`src/rtl/spi_evt_pkg.sv`:
```
package spi_evt_pkg;
  localparam int EVT_W = 8;
  localparam int B_MM  = 5;
  localparam int B_TXE = 4;
  localparam int B_BSY = 2;
  localparam int B_TXD = 1;
  localparam int B_RXD = 0;
  localparam logic [EVT_W-1:0] IMPL_BITS =
    (EVT_W'(1) << B_MM) | (EVT_W'(1) << B_TXE) | (EVT_W'(1) << B_BSY) |
    (EVT_W'(1) << B_TXD) | (EVT_W'(1) << B_RXD);
endpackage

```
`src/rtl/spi_evt_flags.sv`:
```
module spi_evt_flags #(
  parameter int W = 8,
  parameter logic [W-1:0] IMPL = '1
) (
  input  logic         clk,
  input  logic         rst,
  input  logic [W-1:0] set_i,
  input  logic         clr_en,
  input  logic [W-1:0] clr_bits,
  output logic [W-1:0] flags_o
);
  for (genvar i = 0; i < W; i++) begin : g_bit
    if (IMPL[i]) begin : g_impl
      logic q;
      always_ff @(posedge clk) begin
        if (rst)
          q <= 1'b0;
        else if (set_i[i])
          q <= 1'b1;
        else if (clr_en && clr_bits[i])
          q <= 1'b0;
      end
      assign flags_o[i] = q;
    end else begin : g_rsvd
      assign flags_o[i] = 1'b0;
    end
  end
endmodule

```
`src/rtl/spi_evt_mask.sv`:
```
module spi_evt_mask #(
  parameter int W = 8,
  parameter logic [W-1:0] IMPL = '1
) (
  input  logic         clk,
  input  logic         rst,
  input  logic         ld_en,
  input  logic [W-1:0] ld_data,
  output logic [W-1:0] mask_o
);
  for (genvar i = 0; i < W; i++) begin : g_bit
    if (IMPL[i]) begin : g_impl
      logic q;
      always_ff @(posedge clk) begin
        if (rst)
          q <= 1'b0;
        else if (ld_en)
          q <= ld_data[i];
      end
      assign mask_o[i] = q;
    end else begin : g_rsvd
      assign mask_o[i] = 1'b0;
    end
  end
endmodule

```
`src/rtl/spi_evt_out.sv`:
```
module spi_evt_out #(
  parameter int W = 8
) (
  input  logic         clk,
  input  logic         rst,
  input  logic [W-1:0] flags_i,
  input  logic [W-1:0] mask_i,
  input  logic         sel_evt,
  input  logic         sel_msk,
  output logic         irq_o,
  output logic [W-1:0] rd_o
);
  logic [W-1:0] rd_nxt;

  always_comb begin
    if (sel_evt)
      rd_nxt = flags_i;
    else if (sel_msk)
      rd_nxt = mask_i;
    else
      rd_nxt = '0;
  end

  always_ff @(posedge clk) begin
    if (rst) begin
      irq_o <= 1'b0;
      rd_o  <= '0;
    end else begin
      irq_o <= |(flags_i & mask_i);
      rd_o  <= rd_nxt;
    end
  end
endmodule

```
`src/rtl/spi_evt_unit.sv`:
```
module spi_evt_unit
  import spi_evt_pkg::*;
#(
  parameter int W = EVT_W
) (
  input  logic         clk,
  input  logic         rst,
  input  logic         wr_en,
  input  logic         sel_evt,
  input  logic         sel_msk,
  input  logic [W-1:0] wdata,
  output logic [W-1:0] rd_data,
  input  logic         ev_mm_err,
  input  logic         ev_tx_err,
  input  logic         ev_busy,
  input  logic         ev_tx_done,
  input  logic         ev_rx_done,
  output logic         irq
);
  localparam logic [W-1:0] IMPL = W'(IMPL_BITS);

  logic [W-1:0] set_vec;
  logic [W-1:0] evt_q;
  logic [W-1:0] msk_q;

  always_comb begin
    set_vec        = '0;
    set_vec[B_MM]  = ev_mm_err;
    set_vec[B_TXE] = ev_tx_err;
    set_vec[B_BSY] = ev_busy;
    set_vec[B_TXD] = ev_tx_done;
    set_vec[B_RXD] = ev_rx_done;
  end

  spi_evt_flags #(.W(W), .IMPL(IMPL)) u_flags (
    .clk      (clk),
    .rst      (rst),
    .set_i    (set_vec),
    .clr_en   (wr_en && sel_evt),
    .clr_bits (wdata),
    .flags_o  (evt_q)
  );

  spi_evt_mask #(.W(W), .IMPL(IMPL)) u_mask (
    .clk     (clk),
    .rst     (rst),
    .ld_en   (wr_en && sel_msk),
    .ld_data (wdata),
    .mask_o  (msk_q)
  );

  spi_evt_out #(.W(W)) u_out (
    .clk     (clk),
    .rst     (rst),
    .flags_i (evt_q),
    .mask_i  (msk_q),
    .sel_evt (sel_evt),
    .sel_msk (sel_msk),
    .irq_o   (irq),
    .rd_o    (rd_data)
  );
endmodule

```
`config.mk`:
```
export PLATFORM = sky130hd
export DESIGN_NAME = spi_evt_unit
export DESIGN_NICKNAME = d
export VERILOG_FILES = /design/src/rtl/spi_evt_pkg.sv /design/src/rtl/spi_evt_flags.sv /design/src/rtl/spi_evt_mask.sv /design/src/rtl/spi_evt_out.sv /design/src/rtl/spi_evt_unit.sv
export SDC_FILE = /design/constraint.sdc
export NUM_CORES = 1
export LEC_CHECK = 0
export BUFFER_PORTS_ARGS = -buffer_cell sky130_fd_sc_hd__buf_2
export CAP_MARGIN = 20
export CELL_PAD_IN_SITES_DETAIL_PLACEMENT = 2
export CELL_PAD_IN_SITES_GLOBAL_PLACEMENT = 2
export CORE_UTILIZATION = 22
export DETAILED_ROUTE_END_ITERATION = 10
export PLACE_DENSITY = 0.8
export SYNTH_ARGS = -nofsm -noshare
export SYNTH_HDL_FRONTEND = slang
export SYNTH_SLANG_ARGS = --single-unit
```
`constraint.sdc`:
```
create_clock -name clk -period 0.8 [get_ports clk]
set_input_delay 0.16 -clock clk [delete_from_list [all_inputs] [get_ports clk]]
set_output_delay 0.16 -clock clk [all_outputs]
set_load 0.02 [all_outputs]
```
# [Word-level counts from Yosys, hierarchy flattened]
# Index checks and enable logic that the tools add are counted.
[totals] regBits=19 output_inout_bits=9 elab_cells=40
[classes] muxes=12 n_bitwise=1 n_reduce_logical=14
[op_table] operator="6-bit two-way mux" n=2
[op_table] operator="1-bit two-way mux" n=10
[op_table] operator="2-bit nonzero test" n=5
[op_table] operator="8-bit OR reduction" n=1
[op_table] operator="1-bit logical AND" n=7
[op_table] operator="6-bit bitwise AND" n=1
[op_table] operator="2-bit OR reduction" n=1

# [Logic depth before layout (Yosys ltp)]
# Gate-level depths: netlist of the first run.
[logic_depth] depth_word=4 ltp_mapped=4 depth_no_buf=3

# [Hierarchy]
# A second synthesis of the first run with hierarchy kept.
[hier_totals] cells_unflattened=98 hier_area_um2=874.6
[modules_own_cells] module="spi_evt_out" instances=1 cells_each=41 area_each_um2=369.1
[modules_own_cells] module="spi_evt_flags" instances=1 cells_each=29 area_each_um2=245.2
[modules_own_cells] module="spi_evt_mask" instances=1 cells_each=25 area_each_um2=244.0
[modules_own_cells] module="spi_evt_unit" instances=1 cells_each=3 area_each_um2=16.3

# [Least setup slack after synthesis of the first run]
# OpenSTA, ideal clock, no wires.
[synth_path] kind="reg2reg" startpoint="register u_mask.g_bit[1].g_impl.q" endpoint="register u_out.irq_o" setup_time_ns=0.130 arrival_ns=0.689 required_ns=0.670 setup_slack_ns=-0.019 path_stages_with_launch=3 n_path_buf=0 period_less_slack_ns=0.819 cell_sequence="dfxtp_1 a222oi_1 a21oi_1"
[synth_via] elab_chain_cells=2
[synth_lines] item="from (decl)" line="spi_evt_mask.sv:13" text="logic q;"
[synth_lines] item="from (signal assigned)" line="spi_evt_mask.sv:18" text="q <= ld_data[i];"
[synth_lines] item="6-bit bitwise AND" line="spi_evt_out.sv:29" text="irq_o <= |(flags_i & mask_i);"
[synth_lines] item="8-bit OR reduction" line="spi_evt_out.sv:29"
[synth_lines] item="to (signal assigned)" line="spi_evt_out.sv:29"
[synth_lines] item="to (decl)" line="spi_evt_out.sv:10" text="output logic irq_o,"
# No other way between the ends.
# A chain may end at the register's enable or synchronous reset.

# [Worst setup path after layout of the first run]
# Same ends and word-level chain as after synthesis.

==> impl_metrics.tcl, run 1 <==
set metrics [dict create \
    layout_common_cells "a21oi_1, buf_2, nand2_1, nand3_1, dfxtp_2" \
    grt_antenna_before_repair 0 \
    powerDensity_nw_per_um2 1890 \
    fill_cells 311 \
    holdCritPathClass "input port to register" \
    cts_sinks 16 \
    antenna_left 0 \
    cp_max_fo 2 \
    p_leak_nw 0.372 \
    numPortBuffers 20 \
    vdd_drop_max_mv 0.794 \
    cp_top_family "compound AO/OA/AOI/OAI gates" \
    insertion_delay_ps 290 \
    core.rowCount 19 \
    final_common_cell "a21oi_1" \
    cts_max_path_buffers 2 \
    die_w_um 55.4 \
    initial_utilization 0.230 \
    drc 0 \
    clk_pin_slew_worst_paths_ps 100 \
    multiInputGateArea_sq_um 256 \
    first_iter_violations 12 \
    slew_violations 0 \
    yosysUniqueCellTypes 12 \
    grtUsageTotal 0.121 \
    synth.yosys.warnings 0 \
    ys_seq_area_frac 0.510 \
    end_kind "register" \
    slowest_stage "a222oi_1" \
    core-area_sq_um 2730 \
    total_power_mw 1.66 \
    fin_util 0.322 \
    cts_made_buffers 3 \
    synth_seq_cells 16 \
    syn-cell-area_sq_um 628 \
    drt_wl_total_mm 1.80 \
    holdWs_ps 64.5 \
    rsz0062_at_grt "true" \
    hold_viol_final 0 \
    clock_skew_ps 5.69 \
    die_h_um 55.4 \
    status "complete, but fails checks" \
    arrival_ps 1100 \
    htree_levels 1 \
    grt_overflow_total 0 \
    worstPathCellList "a222oi_1 -> a21oi_1" \
    final_nets 120 \
    finalCritPeriodShare 1.15 \
    crit_path_max_incr_delay_ps 360 \
    grt_max_degree 17 \
    drive_gt1_frac 0.416 \
    grt_pass1_wl_mm 2.87 \
    finalSetupViolCount 7 \
    antenna_cells 0 \
    hpwlAfterDp_mm 1.29 \
    startpoint_type "register" \
    ios 27 \
    gp_congestion 0.768 \
    syn_avg_cell_area_sq_um 8.49 \
    via_count 621 \
    avgViaCountPerCell 4.70 \
    cap_violations 0 \
    synthesis.instances 74 \
    cts.hold.buffers_added 0 \
    first_pass_iters 4 \
    cp_num_buf_inv 0 \
    worst_slack_ps -120 \
    violations "negative setup slack" \
    cp.required_ps 980 \
    period_minus_slack_ps 920 \
    cts_root_buf "clkbuf_4" \
    worstSetupPathType "register to register" \
    die-area_sq_um 3070 \
    setup_tns_ps -714 \
    wl_per_cell_um 13.6 \
    cts_tree "yes" \
    area_growth_pct 40.2 \
    regArea_sq_um 332 \
    grt_pass1_vias 659 \
    fmax_mhz 1090 \
]
## worst paths after layout
path,start,to,slack [ps],cells after the start
worst max register to register,u_mask.g_bit[1].g_impl.q,u_out.irq_o,-120,2
worst min register to register,u_flags.g_bit[2].g_impl.q,u_out.rd_o[2],470,2
worst max-delay path,u_mask.g_bit[1].g_impl.q,u_out.irq_o,-120,2
worst min-delay path,ev_busy,u_flags.g_bit[2].g_impl.q,60,3
## cell type report
cell class	instances	share of cell area
multi-input combinational	52	0.291
clock buffer	4	0.0412
tap	31	0.0440
timing repair buffer	29	0.247
sequential	16	0.376
## metrics by stage
stage                     setup slack (ps)  cell area, sq um  cells
after global routing                  -141               881    132
after detailed placement             -63.9               796    128
after floorplan                      -19.1               636     76
after CTS                             -112               877    132
after global placement               -62.5               796    128
final                                 -120               881    132
## timing repair
action	CTS	global route
setup buffers	0	0
resized for setup	18	3
pin swaps	1	2
endpoints found under the setup margin	7	9
## synthesized netlist by cell type
| library cell | number | area, sq um |
|---|---|---|
| buf_4 | 5 | 37.5 |
| nand3_1 | 10 | 50.1 |
| a222oi_1 | 1 | 10.0 |
| conb_1 | 1 | 3.75 |
| dfxtp_1 | 16 | 320 |
| a22oi_1 | 1 | 7.51 |
| nand2_1 | 11 | 41.3 |
| buf_6 | 1 | 11.3 |
| nand3b_1 | 5 | 37.5 |
| nor2_1 | 5 | 18.8 |
| a21oi_1 | 16 | 80.1 |
| buf_2 | 2 | 10.0 |
## flip-flops by register name (all words and copies together) (netlist names)
register,count
u_flags.g_bit.g_impl.q,5
u_mask.g_bit.g_impl.q,5
u_out.rd_o,5
u_out.irq_o,1
## cell families (layout without fill, tap and decap cells)
kind of cell | Yosys count | count (layout) | synth area share
and+or+nand+nor | 31 | 31 | 0.235
other | 1 | 3 | 0.00597
buffers and inverters | 8 | 33 | 0.0936
AOI/OAI and AO/OA | 18 | 18 | 0.155
DFF | 16 | 16 | 0.510
## worst register-to-register path: stages, from the launching register on
cell and delay, ps:
dfxtp_1 330, a222oi_1 360, a21oi_1 120
## per-layer routing
metal | global-route usage | vias up | routed length (um)
li1 | - | 301 | -
met1 | 0.140 | 302 | 835
met2 | 0.210 | 16 | 887
met3 | 0.0141 | 2 | 53
met4 | 0.0750 | 0 | 19
met5 | 0 | - | 0
## power breakdown
group / internal (mW) / total [mW] / switching [mW] / leakage (nW)
clock network: 0.278 / 0.544 / 0.266 / 0.0210
registers: 0.843 / 0.871 / 0.0271 / 0.135
logic: 0.119 / 0.249 / 0.130 / 0.216
total: 1.24 / 1.66 / 0.423 / 0.372
(Power assumes the default switching activity.)
==> run 2, diff against run 1 <==
--- a/config.mk
+++ b/config.mk
@@ -9,9 +9,11 @@
 export CAP_MARGIN = 20
 export CELL_PAD_IN_SITES_DETAIL_PLACEMENT = 2
 export CELL_PAD_IN_SITES_GLOBAL_PLACEMENT = 2
-export CORE_UTILIZATION = 22
+export CORE_UTILIZATION = 26
 export DETAILED_ROUTE_END_ITERATION = 10
-export PLACE_DENSITY = 0.8
+export PLACE_DENSITY = 0.83
+export SETUP_SLACK_MARGIN = 0.05
 export SYNTH_ARGS = -nofsm -noshare
 export SYNTH_HDL_FRONTEND = slang
+export SYNTH_HIERARCHICAL = 1
 export SYNTH_SLANG_ARGS = --single-unit
==> impl_metrics.tcl, run 2 <==
set metrics [dict create \
    status "complete, but fails checks" \
    violations "negative setup slack" \
    vdd_drop_max_mv 0.632 \
    dp_slack_ps -189 \
    setup_tns_ps -992 \
    worstPathCellList "buf_6" \
    initial_utilization 0.281 \
    cts_tree "yes" \
    core.rowCount 20 \
    clk_pin_slew_worst_paths_ps 120 \
    worstSetupPathType "register to output port" \
    numPortBuffers 23 \
    via_count 696 \
    powerDensity_nw_per_um2 1670 \
    crit_path_max_incr_delay_ps 340 \
    finalSetupViolCount 10 \
    cp.required_ps 640 \
    arrival_ps 760 \
    rsz0062_at_grt "true" \
    grt_max_degree 20 \
    synthesis.instances 97 \
    largest_reg_flops 8 \
    grt_pass1_vias 712 \
    cts_root_buf "clkbuf_4" \
    wl_met2_mm 1.13 \
    post_cts_buffers 0 \
    core-area_sq_um 3100 \
    worst_slack_ps -122 \
    wl_per_cell_um 13.4 \
    cap_violations 0 \
    die_h_um 59.9 \
    topRoutingLayerUsed "met4" \
    drt_wl_total_mm 2.12 \
    p_seq_frac 0.561 \
    gp_congestion 0.698 \
    cts_max_path_buffers 2 \
    wl_met1_um 891 \
    cp_top_family "flip-flops" \
    htree_levels 1 \
    final_common_cell "dfxtp_2" \
    slew_violations 0 \
    antenna_left 0 \
    sw_frac_of_total 0.275 \
    area_growth_pct 29.2 \
    grtUsageTotal 0.134 \
    finish.instance_area_sq_um 1120 \
    grt_pass1_wl_mm 3.42 \
    clkPwrFrac 0.263 \
    first_pass_iters 3 \
    power_frac_comb 0.176 \
    fmax_mhz 1080 \
    wl_met3_um 59 \
    grt_overflow_total 0 \
    placed_area_sq_um 976 \
    final_nets 133 \
    finalCritPeriodShare 1.15 \
    cts_sinks 19 \
    period_minus_slack_ps 922 \
    holdWs_ps 49.0 \
    p_sw_mw 0.517 \
    layout_common_cells "dfxtp_2, buf_2, buf_6, nand2_1, nand3b_1" \
    startpoint_type "register" \
    cp_num_buf_inv 1 \
    first_iter_violations 4 \
    grt_antenna_before_repair 0 \
    drc 0 \
    syn-cell-area_sq_um 871 \
    slowest_stage "dfxtp_2" \
    total_power_mw 1.88 \
    die_w_um 59.9 \
    hold_viol_final 0 \
    insertion_delay_ps 300 \
    largest_register "u_out/rd_o" \
    synth.yosys.warnings 6 \
    syn_avg_cell_area_sq_um 8.98 \
    die-area_sq_um 3590 \
    avgViaCountPerCell 4.41 \
    p_int_mw 1.36 \
    ios 27 \
    cp_max_fo 1 \
    holdCritPathClass "input port to register" \
    clock_skew_ps 13.4 \
    p_leak_nw 0.463 \
    reg_top3 "u_out/rd_o x8, u_flags/g_bit.g_impl.q x5, u_mask/g_bit.g_impl.q x5" \
    drive_gt1_frac 0.535 \
    antenna_cells 0 \
    hpwlAfterDp_mm 1.62 \
    cts_made_buffers 3 \
    end_kind "output port" \
]
## run 2: final timing paths
check / from / cells past startpoint / end / slack (ps)
worst max-delay path: u_out/rd_o[1] / 1 / rd_data[1] / -120
worst min-delay path: wdata[1] / 2 / u_flags/g_bit[1].g_impl.q / 50
worst max register to register: u_mask/g_bit[5].g_impl.q / 2 / u_out/irq_o / -20
worst min register to register: u_flags/g_bit[0].g_impl.q / 2 / u_out/rd_o[0] / 490
## run 2: area by class of cell
| type | instances | area, sq um |
|---|---|---|
| clock inverter | 1 | 5.00 |
| multi-input combinational | 57 | 380 |
| tap | 44 | 55.1 |
| fill | 366 | 1980 |
| inverter | 5 | 18.8 |
| clock buffer | 3 | 22.5 |
| timing repair buffer | 29 | 236 |
| sequential | 19 | 407 |
## run 2: per-layer routing
metal | up-vias | global-route usage
met2 | 16 | 0.233
met3 | 4 | 0.0260
li1 | 341 | -
met1 | 335 | 0.159
met5 | - | 0
met4 | 0 | 0.0598
## run 2: power groups by stage
stage / logic, mW / registers [mW] / clock network [mW]
3_3_place_gp: 0.265 / 1.05 / 0
6_report: 0.331 / 1.05 / 0.494
5_1_grt: 0.363 / 1.06 / 0.566
2_1_floorplan: 0.201 / 1.07 / 0
3_5_place_dp: 0.280 / 1.06 / 0
4_1_cts: 0.320 / 1.05 / 0.520
## run 2: repair_timing
| item | in CTS | in global routing |
|---|---|---|
| hold buffers | 0 | 0 |
| pin swaps | 2 | 4 |
| gates resized for setup | 35 | 10 |
| setup endpoints to repair | 14 | 18 |
## run 2: metrics by stage
step                      cells  utilization
final                       158        0.363
after floorplan             101            -
after CTS                   158        0.354
after detailed placement    154        0.315
after global placement      154        0.315
after global routing        158        0.363
==> run 3, diff against run 2 <==
--- a/config.mk
+++ b/config.mk
@@ -5,13 +5,14 @@
 export SDC_FILE = /design/constraint.sdc
 export NUM_CORES = 1
 export LEC_CHECK = 0
+export ABC_AREA = 1
 export BUFFER_PORTS_ARGS = -buffer_cell sky130_fd_sc_hd__buf_2
 export CAP_MARGIN = 20
 export CELL_PAD_IN_SITES_DETAIL_PLACEMENT = 2
 export CELL_PAD_IN_SITES_GLOBAL_PLACEMENT = 2
-export CORE_UTILIZATION = 26
+export CORE_UTILIZATION = 24
 export DETAILED_ROUTE_END_ITERATION = 10
-export PLACE_DENSITY = 0.83
+export PLACE_DENSITY = 0.82
 export SETUP_SLACK_MARGIN = 0.05
 export SYNTH_ARGS = -nofsm -noshare
 export SYNTH_HDL_FRONTEND = slang
==> impl_metrics.tcl, run 3 <==
set metrics [dict create \
    end_kind "output port" \
    cp.depth 1 \
    dp_slack_ps -99.5 \
    slowest_stage "dfxtp_2" \
    timing.rr.start "u_mask/g_bit[5].g_impl.q" \
    final_common_cell "nand2_1" \
    critPathLaunch "u_out/rd_o[6]" \
    grtUsageTotal 0.125 \
    avgViaCountPerCell 3.91 \
    topRoutingLayerUsed "met3" \
    fmax_mhz 1160 \
    insertion_delay_ps 250 \
    via_count 785 \
    total_power_mw 2.10 \
    grt_antenna_before_repair 0 \
    holdWs_ps 134 \
    cp.required_ps 640 \
    rsz0062_at_grt "true" \
    cp_max_fo 1 \
    die_w_um 63.7 \
    rr_endpoint "u_out/irq_o" \
    drive_gt1_frac 0.412 \
    syn_avg_cell_area_sq_um 6.97 \
    crit_path_max_incr_delay_ps 330 \
    period_minus_slack_ps 862 \
    cts_max_path_buffers 2 \
    final_nets 172 \
    vdd_drop_max_mv 0.490 \
    wl_met3_um 62 \
    largest_reg_flops 8 \
    fill_cells 442 \
    numPortBuffers 23 \
    arrival_ps 700 \
    cts_tree "yes" \
    htree_levels 1 \
    wl_met1_um 950 \
    hpwlAfterDp_mm 1.81 \
    antenna_cells 0 \
    first_pass_iters 2 \
    wl_met2_mm 1.27 \
    initial_utilization 0.249 \
    final_cells 201 \
    die_h_um 63.7 \
    synth.yosys.warnings 6 \
    largest_register "u_out/rd_o" \
    finalSetupViolCount 9 \
    clock_skew_ps 2.62 \
    p_leak_nw 0.601 \
    gp_congestion 0.708 \
    layout_common_cells "nand2_1, dfxtp_2, inv_1, buf_2, a21oi_1" \
    clk_pin_slew_worst_paths_ps 70 \
    cp_num_buf_inv 1 \
    syn-cell-area_sq_um 913 \
    cts_made_buffers 3 \
    status "complete, but fails checks" \
    area_growth_pct 30.4 \
    startpoint_type "register" \
    grt_overflow_total 0 \
    slew_violations 0 \
    drt_wl_total_mm 2.29 \
    powerDensity_nw_per_um2 1770 \
    worstHoldStart "ev_tx_done" \
    wl_per_cell_um 11.4 \
    multiInputGateArea_sq_um 369 \
    hold_viol_final 0 \
    regArea_sq_um 402 \
    ff2ff_setup_slack_ps 40 \
    antenna_left 0 \
    ios 27 \
    cts_sinks 19 \
    worst_slack_ps -62.4 \
    setup.worst_path.end "rd_data[6]" \
    cts_root_buf "clkbuf_8" \
    violations "negative setup slack" \
    drc 0 \
    first_iter_violations 6 \
    grt_max_degree 15 \
    worstHoldPathCells 3 \
    core-area_sq_um 3660 \
    placed_cells 193 \
    rr_worst_depth 4 \
    grt_pass1_wl_mm 3.88 \
    synthesis.instances 131 \
    cap_violations 0 \
    reg_top3 "u_out/rd_o x8, u_flags/g_bit.g_impl.q x5, u_mask/g_bit.g_impl.q x5" \
    worstSetupPathType "register to output port" \
    core.rowCount 22 \
    die-area_sq_um 4060 \
    worstPathCellList "buf_6" \
    cp_top_family "flip-flops" \
    holdCritPathClass "input port to register" \
    grt_pass1_vias 861 \
    finalCritPeriodShare 1.08 \
]
[run 3: power breakdown]
part | total (mW) | switching (mW) | leakage, nW | internal [mW]
sequential | 1.06 | 0.0445 | 0.163 | 1.02
clock | 0.676 | 0.325 | 0.0217 | 0.351
combinational | 0.365 | 0.191 | 0.417 | 0.175
[run 3: how the worst min path moves through the flow]
stage                                            to  slack, ps
after floorplan           u_flags/g_bit[1].g_impl.q        220
after global placement    u_flags/g_bit[1].g_impl.q        390
after detailed placement  u_flags/g_bit[1].g_impl.q        410
after CTS                 u_flags/g_bit[1].g_impl.q        130
after global routing      u_flags/g_bit[0].g_impl.q        140
final                     u_flags/g_bit[1].g_impl.q        130
[run 3: final cells by class]
type | instances | share of cell area
Sequential cell | 19 | 0.337
Multi-Input combinational cell | 83 | 0.310
Timing Repair Buffer | 33 | 0.217
Tap cell | 48 | 0.0504
Inverter | 14 | 0.0441
Clock buffer | 3 | 0.0347
Clock inverter | 1 | 0.00630
[run 3: what timing repair did]
| action | in CTS | in global routing |
|---|---|---|
| setup endpoints to repair | 10 | 11 |
| hold buffers | 0 | 0 |
| pin swaps | 0 | 6 |
| buffers inserted | 2 | 2 |
| gates resized for setup | 30 | 9 |
| cloned | 0 | 0 |
[run 3: routing by layer]
layer  GRT usage  up-vias
li1            -      411
met1       0.145      357
met2       0.229       17
met3      0.0236        0
met4      0.0369        0
met5           0        -
[run 3: per-stage QoR]
step / cell area, sq um / util / TNS (ps)
finish: 1190 / 0.325 / -474
global route: 1190 / 0.325 / -719
CTS: 1150 / 0.315 / -583
detailed placement: 1020 / 0.278 / -459
global placement: 1020 / 0.278 / -159
floorplan: 943 / - / 0
